===== src/rtl/pt_frame_tx.sv =====
module pt_frame_tx #(
  parameter int MF_LEN = 20
) (
  input  logic        clk,
  input  logic        rst_n,
  input  logic        bit_en,
  input  logic [15:0] b1_data,
  input  logic [15:0] b2_data,
  input  logic [3:0]  d_data,
  input  logic        echo_d,
  input  logic        nt_synced,
  input  logic        mf_en,
  input  logic        fa_in,
  input  logic        s_in,
  output logic        line_pos,
  output logic        line_neg,
  output logic        frame_start
);
  localparam int MW = (MF_LEN > 1) ? $clog2(MF_LEN) : 1;
  localparam logic [5:0] LAST = 6'd47;

  logic [5:0]    pos;
  logic [MW-1:0] mf_cnt;
  logic          last_pol;   // 1 = last pulse positive
  logic          par;
  logic          viol_pend;
  logic [15:0]   b1_q, b2_q;
  logic [3:0]    d_q;
  logic          fa_q, s_q;

  logic [5:0] k1a, k1b, k2a, k2b;
  assign k1a = 6'd17 - pos;
  assign k1b = 6'd33 - pos;
  assign k2a = 6'd30 - pos;
  assign k2b = 6'd44 - pos;

  logic bv;
  always_comb begin
    bv = 1'b1;
    case (pos) inside
      6'd0:                    bv = 1'b0;
      6'd1, LAST:              bv = ~par;
      [6'd2:6'd9]:             bv = b1_q[k1a[3:0]];
      [6'd26:6'd33]:           bv = b1_q[k1b[3:0]];
      [6'd15:6'd22]:           bv = b2_q[k2a[3:0]];
      [6'd37:6'd44]:           bv = b2_q[k2b[3:0]];
      6'd10, 6'd23, 6'd34, 6'd45: bv = echo_d;
      6'd11:                   bv = d_q[3];
      6'd24:                   bv = d_q[2];
      6'd35:                   bv = d_q[1];
      6'd46:                   bv = d_q[0];
      6'd12:                   bv = nt_synced;
      6'd13:                   bv = fa_q;
      6'd14:                   bv = ~fa_q;
      6'd25:                   bv = (mf_cnt == '0);
      6'd36:                   bv = s_q;
      default:                 bv = 1'b1;
    endcase
  end

  logic mark, pol_now;
  assign mark    = ~bv;
  assign pol_now = ((pos == 6'd0) || viol_pend) ? last_pol : ~last_pol;

  always_ff @(posedge clk) begin
    if (!rst_n) begin
      pos <= '0; mf_cnt <= '0; last_pol <= 1'b0; par <= 1'b0; viol_pend <= 1'b0;
      b1_q <= '0; b2_q <= '0; d_q <= '0; fa_q <= 1'b0; s_q <= 1'b0;
      line_pos <= 1'b0; line_neg <= 1'b0; frame_start <= 1'b0;
    end else if (bit_en) begin
      line_pos    <= mark & pol_now;
      line_neg    <= mark & ~pol_now;
      frame_start <= (pos == 6'd0);
      if (mark) last_pol <= pol_now;
      if (pos == 6'd1 || pos == LAST) par <= 1'b0;
      else if (mark)                  par <= ~par;
      if (pos == 6'd1)  viol_pend <= 1'b1;
      else if (mark)    viol_pend <= 1'b0;
      if (pos == 6'd0) begin
        b1_q <= b1_data;
        b2_q <= b2_data;
        d_q  <= d_data;
        fa_q <= mf_en & fa_in;
        s_q  <= mf_en & s_in;
      end
      if (pos == LAST) begin
        pos    <= '0;
        mf_cnt <= (mf_cnt == MW'(MF_LEN - 1)) ? '0 : mf_cnt + 1'b1;
      end else begin
        pos <= pos + 6'd1;
      end
    end
  end


  one_line_chk: assert property (@(posedge clk) disable iff (!rst_n)
    !(line_pos && line_neg));


  start_pulse_chk: assert property (@(posedge clk) disable iff (!rst_n)
    frame_start |-> (line_pos || line_neg));


  hold_chk: assert property (@(posedge clk) disable iff (!rst_n)
    !bit_en |=> $stable({line_pos, line_neg, frame_start, pos}));


  fbit_viol_chk: assert property (@(posedge clk) disable iff (!rst_n)
    (bit_en && pos == 6'd0) |=> (line_pos == $past(last_pol)));
endmodule


===== config.mk =====
export PLATFORM = sky130hd
export DESIGN_NAME = pt_frame_tx
export DESIGN_NICKNAME = d
export VERILOG_FILES = /design/src/rtl/pt_frame_tx.sv
export SDC_FILE = /design/constraint.sdc
export NUM_CORES = 1
export LEC_CHECK = 0
export BUFFER_PORTS_ARGS = -buffer_cell sky130_fd_sc_hd__buf_2
export CAP_MARGIN = 20
export CORE_ASPECT_RATIO = 1.4
export CORE_MARGIN = 4
export CORE_UTILIZATION = 30
export DETAILED_ROUTE_END_ITERATION = 6
export GPL_ROUTABILITY_DRIVEN = 0
export PLACE_DENSITY = 0.55
export SLEW_MARGIN = 20
export SYNTH_ARGS = -nofsm -noshare
export SYNTH_HDL_FRONTEND = slang
export SYNTH_SLANG_ARGS = --single-unit
export TNS_END_PERCENT = 50

===== constraint.sdc =====
create_clock -name clk -period 9.09 [get_ports clk]
set_input_delay 0.4545 -clock clk [delete_from_list [all_inputs] [get_ports clk]]
set_output_delay 0.4545 -clock clk [all_outputs]
set_load 0.02 [all_outputs]

==> results of run 1 <==
-- power by group --
group / internal [mW] / switching, mW
combinational: 0.0437 / 0.0500
sequential: 0.256 / 0.0104
clock: 0.158 / 0.0869
total: 0.457 / 0.147
-- registers in the layout, indices dropped and copies added (netlist names), 4 cells and up --
| register | cells |
|---|---|
| b2_q | 16 |
| d_q | 4 |
| b1_q | 16 |
| mf_cnt | 5 |
| pos | 6 |
-- critical path: cells and delay by family, from the launching register on --
kind,cells,cell delay (ns)
buf+inv,1,0.24
compound gates,4,0.63
fa+ha+maj,1,0.37
flops,1,0.68
xor+xnor,1,0.30
mux,3,1.03
-- cells in the final DEF, fill, tap and decap left out, types with 3 or more instances in the layout --
master,n
inv_1,12
o211a_1,3
a21boi_0,44
nand3_1,8
buf_2,46
and2_1,4
xnor2_1,6
nand2b_1,6
o21ai_0,4
xor2_1,3
nor2_1,12
mux4_2,10
clkbuf_16,5
a21oi_1,7
nand2_1,93
mux2i_1,10
buf_4,3
nor3_1,5
dfxtp_1,55
nor2b_1,9
mux2_2,3
a31oi_1,3
ha_1,12
and3_1,3
-- worst max path at each step --
stage	cells after the start	startpoint	slack [ns]	endpoint
after floorplan	12	pos[0]	6.23	last_pol
after global placement	10	pos[1]	5.89	last_pol
after detailed placement	10	pos[1]	5.81	last_pol
after CTS	10	pos[1]	5.71	last_pol
after global routing	10	pos[1]	5.47	last_pol
final	10	pos[1]	5.75	last_pol
-- through the flow --
step           area [sq um]   util  power, mW
2_1_floorplan          3220      -      0.340
5_1_grt                3720  0.355      0.637
4_1_cts                3720  0.355      0.614
3_5_place_dp           3520  0.337      0.368
3_3_place_gp           3520  0.337      0.365
6_report               3720  0.355      0.605
-- kinds of logic after synthesis --
family | Yosys count | share of synthesized area
multiplexers | 23 | 0.112
flip-flops | 55 | 0.342
XOR/XNOR | 9 | 0.0245
AND/OR/NAND/NOR | 154 | 0.223
AO/OA/AOI/OAI | 85 | 0.201
buffers and inverters | 38 | 0.0513
adder cells (fa/ha/maj) | 12 | 0.0466
-- cell type report --
cell class / count / area [sq um] / share of cell area
inverters: 12 / 45.0 / 0.0121
flip-flops and latches: 55 / 1100 / 0.296
multi-input cells: 283 / 1950 / 0.525
clock inverters: 3 / 67.6 / 0.0182
clock buffers: 5 / 125 / 0.0337
repair buffers: 49 / 253 / 0.0680
well taps: 138 / 173 / 0.0464
-- metal layers --
metal | share of wire | track usage | up-vias | wire, um
li1 | - | - | 1362 | -
met1 | 0.44 | 0.158 | 1245 | 3170
met2 | 0.51 | 0.220 | 49 | 3720
met3 | 0.031 | 0.0212 | 11 | 226
met4 | 0.018 | 0.0477 | 0 | 133
met5 | 0 | 0 | - | 0
==> out/metrics.yaml, run 1 <==
logic_synthesis:
  synth.area.top_cells: "dfxtp_1 34%, nand2_1 11%, a21boi_0 10%"
  yosysWarnings: 0
  synth_common_cells: "93 x nand2_1, 55 x dfxtp_1, 44 x a21boi_0"
  synth_top_area_share: 0.342
  async_reset_ff_frac: 0
  ys_types: 57
  yosysSeqAreaShare: 0.342
  syn_nets: 432
  synthFlopType: "dfxtp_1"
  yosys.cell_count.top_type: "nand2_1"
  synth_area_per_cell_sq_um: 8.56
  yosysTopAreaCell: "dfxtp_1"
  netlist_area_sq_um: 3220
  synth_seq_cells: 55
  synth_cells: 376
  synth-edff-count: 0
clock_tree:
  clock_path_buffers: 2
  ctsResizeCount: 0
  cts_tree: "done"
  cts_setup_buffers: 0
  htree_levels: 2
  cts_hold_buffers: 0
  clk_latency_ns: 0.29
  cts.sinks: 55
  cts_made_buffers: 5
  clkTransAtPathRegs_ns: 0.07
  clockRootBuffer: "clkbuf_16"
global_route:
  grt_pass1_wl_um: 12800
  grt_pass1_vias: 2648
  grt_use_total: 0.128
  grt_max_degree: 58
  gr-total-overflow: 0
  antenna_found_initial: 0
timing:
  whs_ns: 0.405
  rsz0062_at_grt: "false"
  setup_ws_ns: 5.75
  finalCritPeriodShare: 0.367
  max_freq_ghz: 0.300
  setup_tns_ns: 0
  min_period_ns: 3.34
  finalHoldViolCount: 0
  tightest_slew_ns: 0.817
  worst_clock_skew_ns: 0.00464
  report.final.slew_viol_count: 0
  slew_headroom: 0.456
  setup_viol_count_final: 0
finish:
  stdcell_count: 545
  antennaDiodeCount: 0
  layout.nets: 462
  layout-drive-gt1-share: 0.187
  fillers: 1120
  syn2layout_area_growth_pct: 15.5
pwr:
  p_leak_nw: 1.43
  vdd_drop_max_mv: 0.0778
  p_per_area_nw_per_um2: 163
detailed_routing:
  wirelength_um: 7250
  routedWlPerCell_um: 13.3
  vias_per_cell: 4.89
  dr.pass1.iters: 4
  dr.first_iter.drc_count: 186
  dr_total_vias: 2667
  post-route-drc-count: 0
  drtAntennaViolNets: 0
worst_setup_path:
  crit_fanout: 13
  worstSetupStartpointType: "register"
  crit_type: "register to register"
  crit_slowest_cell: "dfxtp_1"
  crit_required_ns: 9.30
  worst_path_largest_cell_delay_ns: 0.68
  crit_path_cell_trace: "inv_1 -> ha_1 -> xor2_1 -> mux4_2 -> mux2_2 -> a22o_1 -> a22oi_2 -> a22oi_2 -> o211ai_2 -> mux2i_1"
  crit_top_cell: "a22oi_2"
  r2r_cells: 10
  rr_endpoint: "last_pol"
  regToRegSetupSlack_ns: 5.75
  cp-end-kind: "register"
  reg2reg_from: "pos[1]"
  critPathArrivalTime_ns: 3.55
run:
  maxCapViolations: 0
placed_design:
  io_buffer_count: 46
  placed_cells: 537
  dp_slack_ns: 5.81
  hpwlAfterDp_um: 5290
run_status:
  outcome: "finished clean"
die:
  start_util: 0.308
  fp.coreArea_sq_um: 10500
  placementRows: 44
  die_w_um: 95.6
  pin_count: 47
  die_area_sq_um: 12500
  fp.dieH_um: 131
worst_hold_path:
  holdPathStages: 3
  holdPathEnd: "b1_q[0]"
  hold_start: "b1_data[0]"
  hold_path.class: "input pin to register"
Power figures use the tool's default switching activity.
==> run 2: changes to the inputs <==
PLACE_DENSITY = 0.57   (was 0.55)
clock period = 2.8 ns   (was 9.09 ns; I/O delays follow)
==> run 2 against run 1 <==
  * Clock skew is 0.0023 ns higher
  * Routed wire length decreased by 1.6%
  * Global-route usage fell by 0.71 points
  * Die area unchanged
  * Power grew to 3.1 times the previous value
  * Worst hold slack got worse by 0.32 ns
  * Critical path depth is 1 lower
  * Critical endpoint is now viol_pend
  * Highest routed layer unchanged
==> out/metrics.yaml, run 2 (synthesis results as in run 1) <==
finish:
  stdcell_count: 554
  top_regs: "b1_q x16, b2_q x16, pos x6"
  layout-drive-gt1-share: 0.216
  stdcell_area_sq_um: 3800
  final_cell_mix: "93 x nand2_1, 54 x dfxtp_1, 46 x buf_2"
  antennaDiodeCount: 0
  syn2layout_area_growth_pct: 18.0
  layout.nets: 471
  final_common_cell: "nand2_1"
timing:
  slew_headroom: 0.460
  worst_clock_skew_ns: 0.00692
  tightest_slew_ns: 0.810
  max_freq_ghz: 0.389
  report.final.slew_viol_count: 0
  min_period_ns: 2.57
  setup_tns_ns: 0
  finalCritPeriodShare: 0.918
  rsz0062_at_grt: "false"
  whs_ns: 0.0897
  finalHoldViolCount: 0
  setup_viol_count_final: 0
worst_setup_path:
  crit_required_ns: 2.99
  crit_slowest_cell: "a2111oi_0"
  cp-end-kind: "register"
  worstSetupStartpointType: "register"
  crit_path_cell_trace: "inv_1 -> ha_1 -> a2111oi_0 -> o32ai_1 -> a32oi_1 -> o21bai_1 -> a22oi_2 -> o221ai_1 -> o211a_1"
  crit_type: "register to register"
  critPathArrivalTime_ns: 2.76
  cp.buffers_inverters: 1
  worst_path_largest_cell_delay_ns: 0.50
  crit_fanout: 7
  crit_family: "compound AO/OA/AOI/OAI gates"
clock_tree:
  clk_latency_ns: 0.29
  clockRootBuffer: "clkbuf_16"
  cts_hold_buffers: 0
  cts.sinks: 55
  ctsResizeCount: 0
  clock_path_buffers: 2
  cts_tree: "done"
  clkTransAtPathRegs_ns: 0.07
  cts_setup_buffers: 0
  htree_levels: 2
  cts_made_buffers: 5
die:
  fp.dieH_um: 131
  die_area_sq_um: 12500
  pin_count: 47
  placementRows: 44
  start_util: 0.308
  die_w_um: 95.6
  fp.coreArea_sq_um: 10500
detailed_routing:
  dr_total_vias: 2661
  dr.pass1.iters: 5
  dr.first_iter.drc_count: 200
  wirelength_um: 7130
  vias_per_cell: 4.80
  drtAntennaViolNets: 0
  post-route-drc-count: 0
  routedWlPerCell_um: 12.9
pwr:
  vdd_drop_max_mv: 0.305
  p_leak_nw: 1.47
  total_power_mw: 1.89
  p_per_area_nw_per_um2: 498
global_route:
  grt_pass1_vias: 2589
  grt_pass1_wl_um: 12100
  grt_max_degree: 58
  antenna_found_initial: 0
  gr-total-overflow: 0
  grt_use_total: 0.121
placed_design:
  hpwlAfterDp_um: 5310
  placed_cells: 546
  io_buffer_count: 46
  placed_cell_area_sq_um: 3610
run_status:
  outcome: "finished clean"
worst_hold_path:
  hold_path.class: "input pin to register"
run:
  maxCapViolations: 0
## run 2: changes by cell type in the layout (fill, tap and decap cells not counted), sizes merged
cell	previous run	this run
buf	49	58
bufinv	2	1
inv	12	13
## run 2: per-stage QoR
stage / util / setup slack, ns
2_1_floorplan: - / 0.0322
3_3_place_gp: 0.346 / 0.0655
3_5_place_dp: 0.346 / 0.0453
4_1_cts: 0.362 / 0.0225
5_1_grt: 0.363 / 0.0323
6_report: 0.363 / 0.230
## run 2: path summary, 6_finish.rpt
kind	cells after the start	startpoint	endpoint	slack, ns
worst max-delay path	9	pos[2]	viol_pend	0.23
worst min register to register	2	b1_q[12]	b1_q[12]	0.46
worst min-delay path	3	b1_data[9]	b1_q[9]	0.09
worst max register to register	9	pos[2]	viol_pend	0.23
## run 2: area by class of cell
type                            count  area [sq um]
Clock buffer                        5           125
Multi-Input combinational cell    283          1980
Tap cell                          138           173
Timing Repair Buffer               58           333
Fill cell                        1126          6660
Inverter                           12          45.0
Clock inverter                      3          46.3
Sequential cell                    55          1100
## run 2: worst register-to-register path, cell delays in order (launching register included)
cell	delay (ns)
dfxtp_2	0.41
inv_1	0.15
ha_1	0.25
a2111oi_0	0.50
o32ai_1	0.13
a32oi_1	0.25
o21bai_1	0.13
a22oi_2	0.34
o221ai_1	0.15
o211a_1	0.15
## run 2: power breakdown
part	internal [mW]	switching (mW)	leakage (nW)	total [mW]
sequential	0.831	0.0273	0.450	0.858
clock	0.425	0.287	0.0804	0.712
combinational	0.153	0.171	0.940	0.323
total	1.41	0.484	1.47	1.89
## run 2: per-layer routing
metal | up-vias | share of wire | track usage
met5 | - | 0 | 0
met4 | 0 | 0.020 | 0.0394
met3 | 8 | 0.028 | 0.0218
met2 | 46 | 0.52 | 0.213
met1 | 1222 | 0.43 | 0.147
li1 | 1385 | - | -
==> run 3: changes to the inputs <==
SETUP_SLACK_MARGIN = 0.5   (was unset)
SKIP_LAST_GASP = 1   (was unset)
==> run 3 against run 2 <==
  * Non-clock buffer count up 8
  * Via count is 4.0% higher
  * Sequential power increased by 0.6%
  * Sequential share of layout area decreased by 0.82 points
  * Worst hold slack improved by 0.0021 ns
  * Sequential cell count did not move
  * Design area up 3.6%
  * Critical path depth increased by 2
  * Clock skew fell by 0.0036 ns
  * Power is 0.99% higher
  * Fmax up 3.3%
  * Critical path type unchanged
  * Critical endpoint is now last_pol
  * Largest power group unchanged
==> out/metrics.yaml, run 3 (synthesis results as in run 1) <==
worst_setup_path:
  crit_slowest_cell: "mux4_2"
  crit_path_cell_trace: "inv_6 -> ha_4 -> xor2_4 -> mux4_2 -> mux2_2 -> a22o_1 -> a22oi_2 -> a22oi_2 -> buf_6 -> o211ai_2 -> mux2i_1"
  rr_endpoint: "last_pol"
  crit_top_cell: "a22oi_2"
  crit_family: "multiplexers"
  cp-end-kind: "register"
  crit_type: "register to register"
  r2r_cells: 11
  cp.buffers_inverters: 2
  critPathArrivalTime_ns: 2.72
  reg2reg_from: "pos[1]"
  crit_required_ns: 3.03
  crit_fanout: 6
  worstSetupStartpointType: "register"
  regToRegSetupSlack_ns: 0.31
  worst_path_largest_cell_delay_ns: 0.50
global_route:
  grt_pass1_wl_um: 12800
  grt_pass1_vias: 2725
  gr-total-overflow: 0
  grt_use_total: 0.129
  antenna_found_initial: 0
  grt_max_degree: 58
clock_tree:
  clk_latency_ns: 0.29
  cts_tree: "done"
  cts.sinks: 55
  htree_levels: 2
  clkTransAtPathRegs_ns: 0.07
  cts_made_buffers: 5
  clock_path_buffers: 2
  clockRootBuffer: "clkbuf_16"
  cts_hold_buffers: 0
detailed_routing:
  post-route-drc-count: 0
  routedWlPerCell_um: 13.3
  vias_per_cell: 4.93
  drtAntennaViolNets: 0
  dr.pass1.iters: 5
  dr.first_iter.drc_count: 142
  dr_total_vias: 2768
  wirelength_um: 7470
timing:
  slew_headroom: 0.445
  tightest_slew_ns: 0.833
  report.final.slew_viol_count: 0
  whs_ns: 0.0918
  finalCritPeriodShare: 0.889
  finalHoldViolCount: 0
  rsz0062_at_grt: "true"
  min_period_ns: 2.49
  worst_clock_skew_ns: 0.00336
  setup_tns_ns: 0
  max_freq_ghz: 0.402
  setup_viol_count_final: 0
die:
  fp.dieH_um: 131
  die_w_um: 95.6
  start_util: 0.308
  pin_count: 47
  placementRows: 44
  fp.coreArea_sq_um: 10500
  die_area_sq_um: 12500
pwr:
  p_per_area_nw_per_um2: 486
  vdd_drop_max_mv: 0.320
  p_leak_nw: 1.53
finish:
  antennaDiodeCount: 0
  top_regs: "b1_q x16, b2_q x16, pos x6"
  final_common_cell: "nand2_1"
  final_cell_mix: "93 x nand2_1, 52 x dfxtp_1, 46 x buf_2"
  syn2layout_area_growth_pct: 22.3
  layout.nets: 479
  layout-drive-gt1-share: 0.248
  fillers: 1118
run_status:
  outcome: "finished clean"
worst_hold_path:
  holdPathEnd: "b1_q[6]"
  hold_start: "b1_data[6]"
  hold_path.class: "input pin to register"
  holdPathStages: 3
run:
  maxCapViolations: 0
placed_design:
  io_buffer_count: 46
  hpwlAfterDp_um: 5480
==> run 3: stage by stage <==
stage	setup WS, ns	instances	utilization	cell area (sq um)	power [mW]
6_report	0.311	561	0.376	3940	1.91
5_1_grt	0.171	561	0.376	3940	2.01
4_1_cts	0.333	555	0.369	3860	1.92
3_5_place_dp	0.195	546	0.347	3630	1.21
3_3_place_gp	0.244	546	0.347	3630	1.21
2_1_floorplan	0.198	376	-	3260	1.11
==> run 3: how the worst max path moves through the flow <==
stage / startpoint / endpoint / slack [ns] / depth (start not counted)
2_1_floorplan: pos[0] / last_pol / 0.20 / 12
3_3_place_gp: pos[1] / last_pol / 0.24 / 10
3_5_place_dp: pos[1] / last_pol / 0.20 / 10
4_1_cts: pos[0] / last_pol / 0.33 / 10
5_1_grt: pos[1] / line_neg / 0.17 / 10
6_report: pos[1] / last_pol / 0.31 / 11
==> run 3: worst reg2reg max path: cells and delay by family (launching register included) <==
| family | cells | cell delay [ns] |
|---|---|---|
| DFF | 1 | 0.37 |
| adders and majority gates | 1 | 0.18 |
| xor gates and xnor gates | 1 | 0.17 |
| muxes | 3 | 0.95 |
| buffers and inverters | 2 | 0.22 |
| AOI/OAI and AO/OA | 4 | 0.55 |
==> run 3: per-layer routing <==
| layer | share of wire | track usage | vias to the layer above | wire, um |
|---|---|---|---|---|
| met5 | 0 | 0 | - | 0 |
| met4 | 0.040 | 0.0720 | 0 | 302 |
| met3 | 0.029 | 0.0241 | 19 | 214 |
| met2 | 0.49 | 0.217 | 49 | 3680 |
| met1 | 0.44 | 0.154 | 1302 | 3270 |
| li1 | - | - | 1398 | - |
==> run 3: report_power, final <==
group	leakage (nW)	internal, mW	switching [mW]
registers	0.452	0.831	0.0324
clock network	0.0769	0.418	0.269
logic	0.998	0.182	0.180
==> run 3: cell type report <==
type                    instances  area, sq um  share of cell area
inverters                      12         55.1              0.0140
clock inverters                 1         30.0             0.00763
multi-input cells             283         2020               0.514
clock buffers                   6          129              0.0327
repair buffers                 66          417               0.106
well taps                     138          173              0.0439
flip-flops and latches         55         1110               0.282
==> run 3: what timing repair did <==
item | CTS | global route
setup endpoints to repair | 5 | 6
setup buffers | 2 | 6
pin swaps | 4 | 4
gates resized for setup | 12 | 6
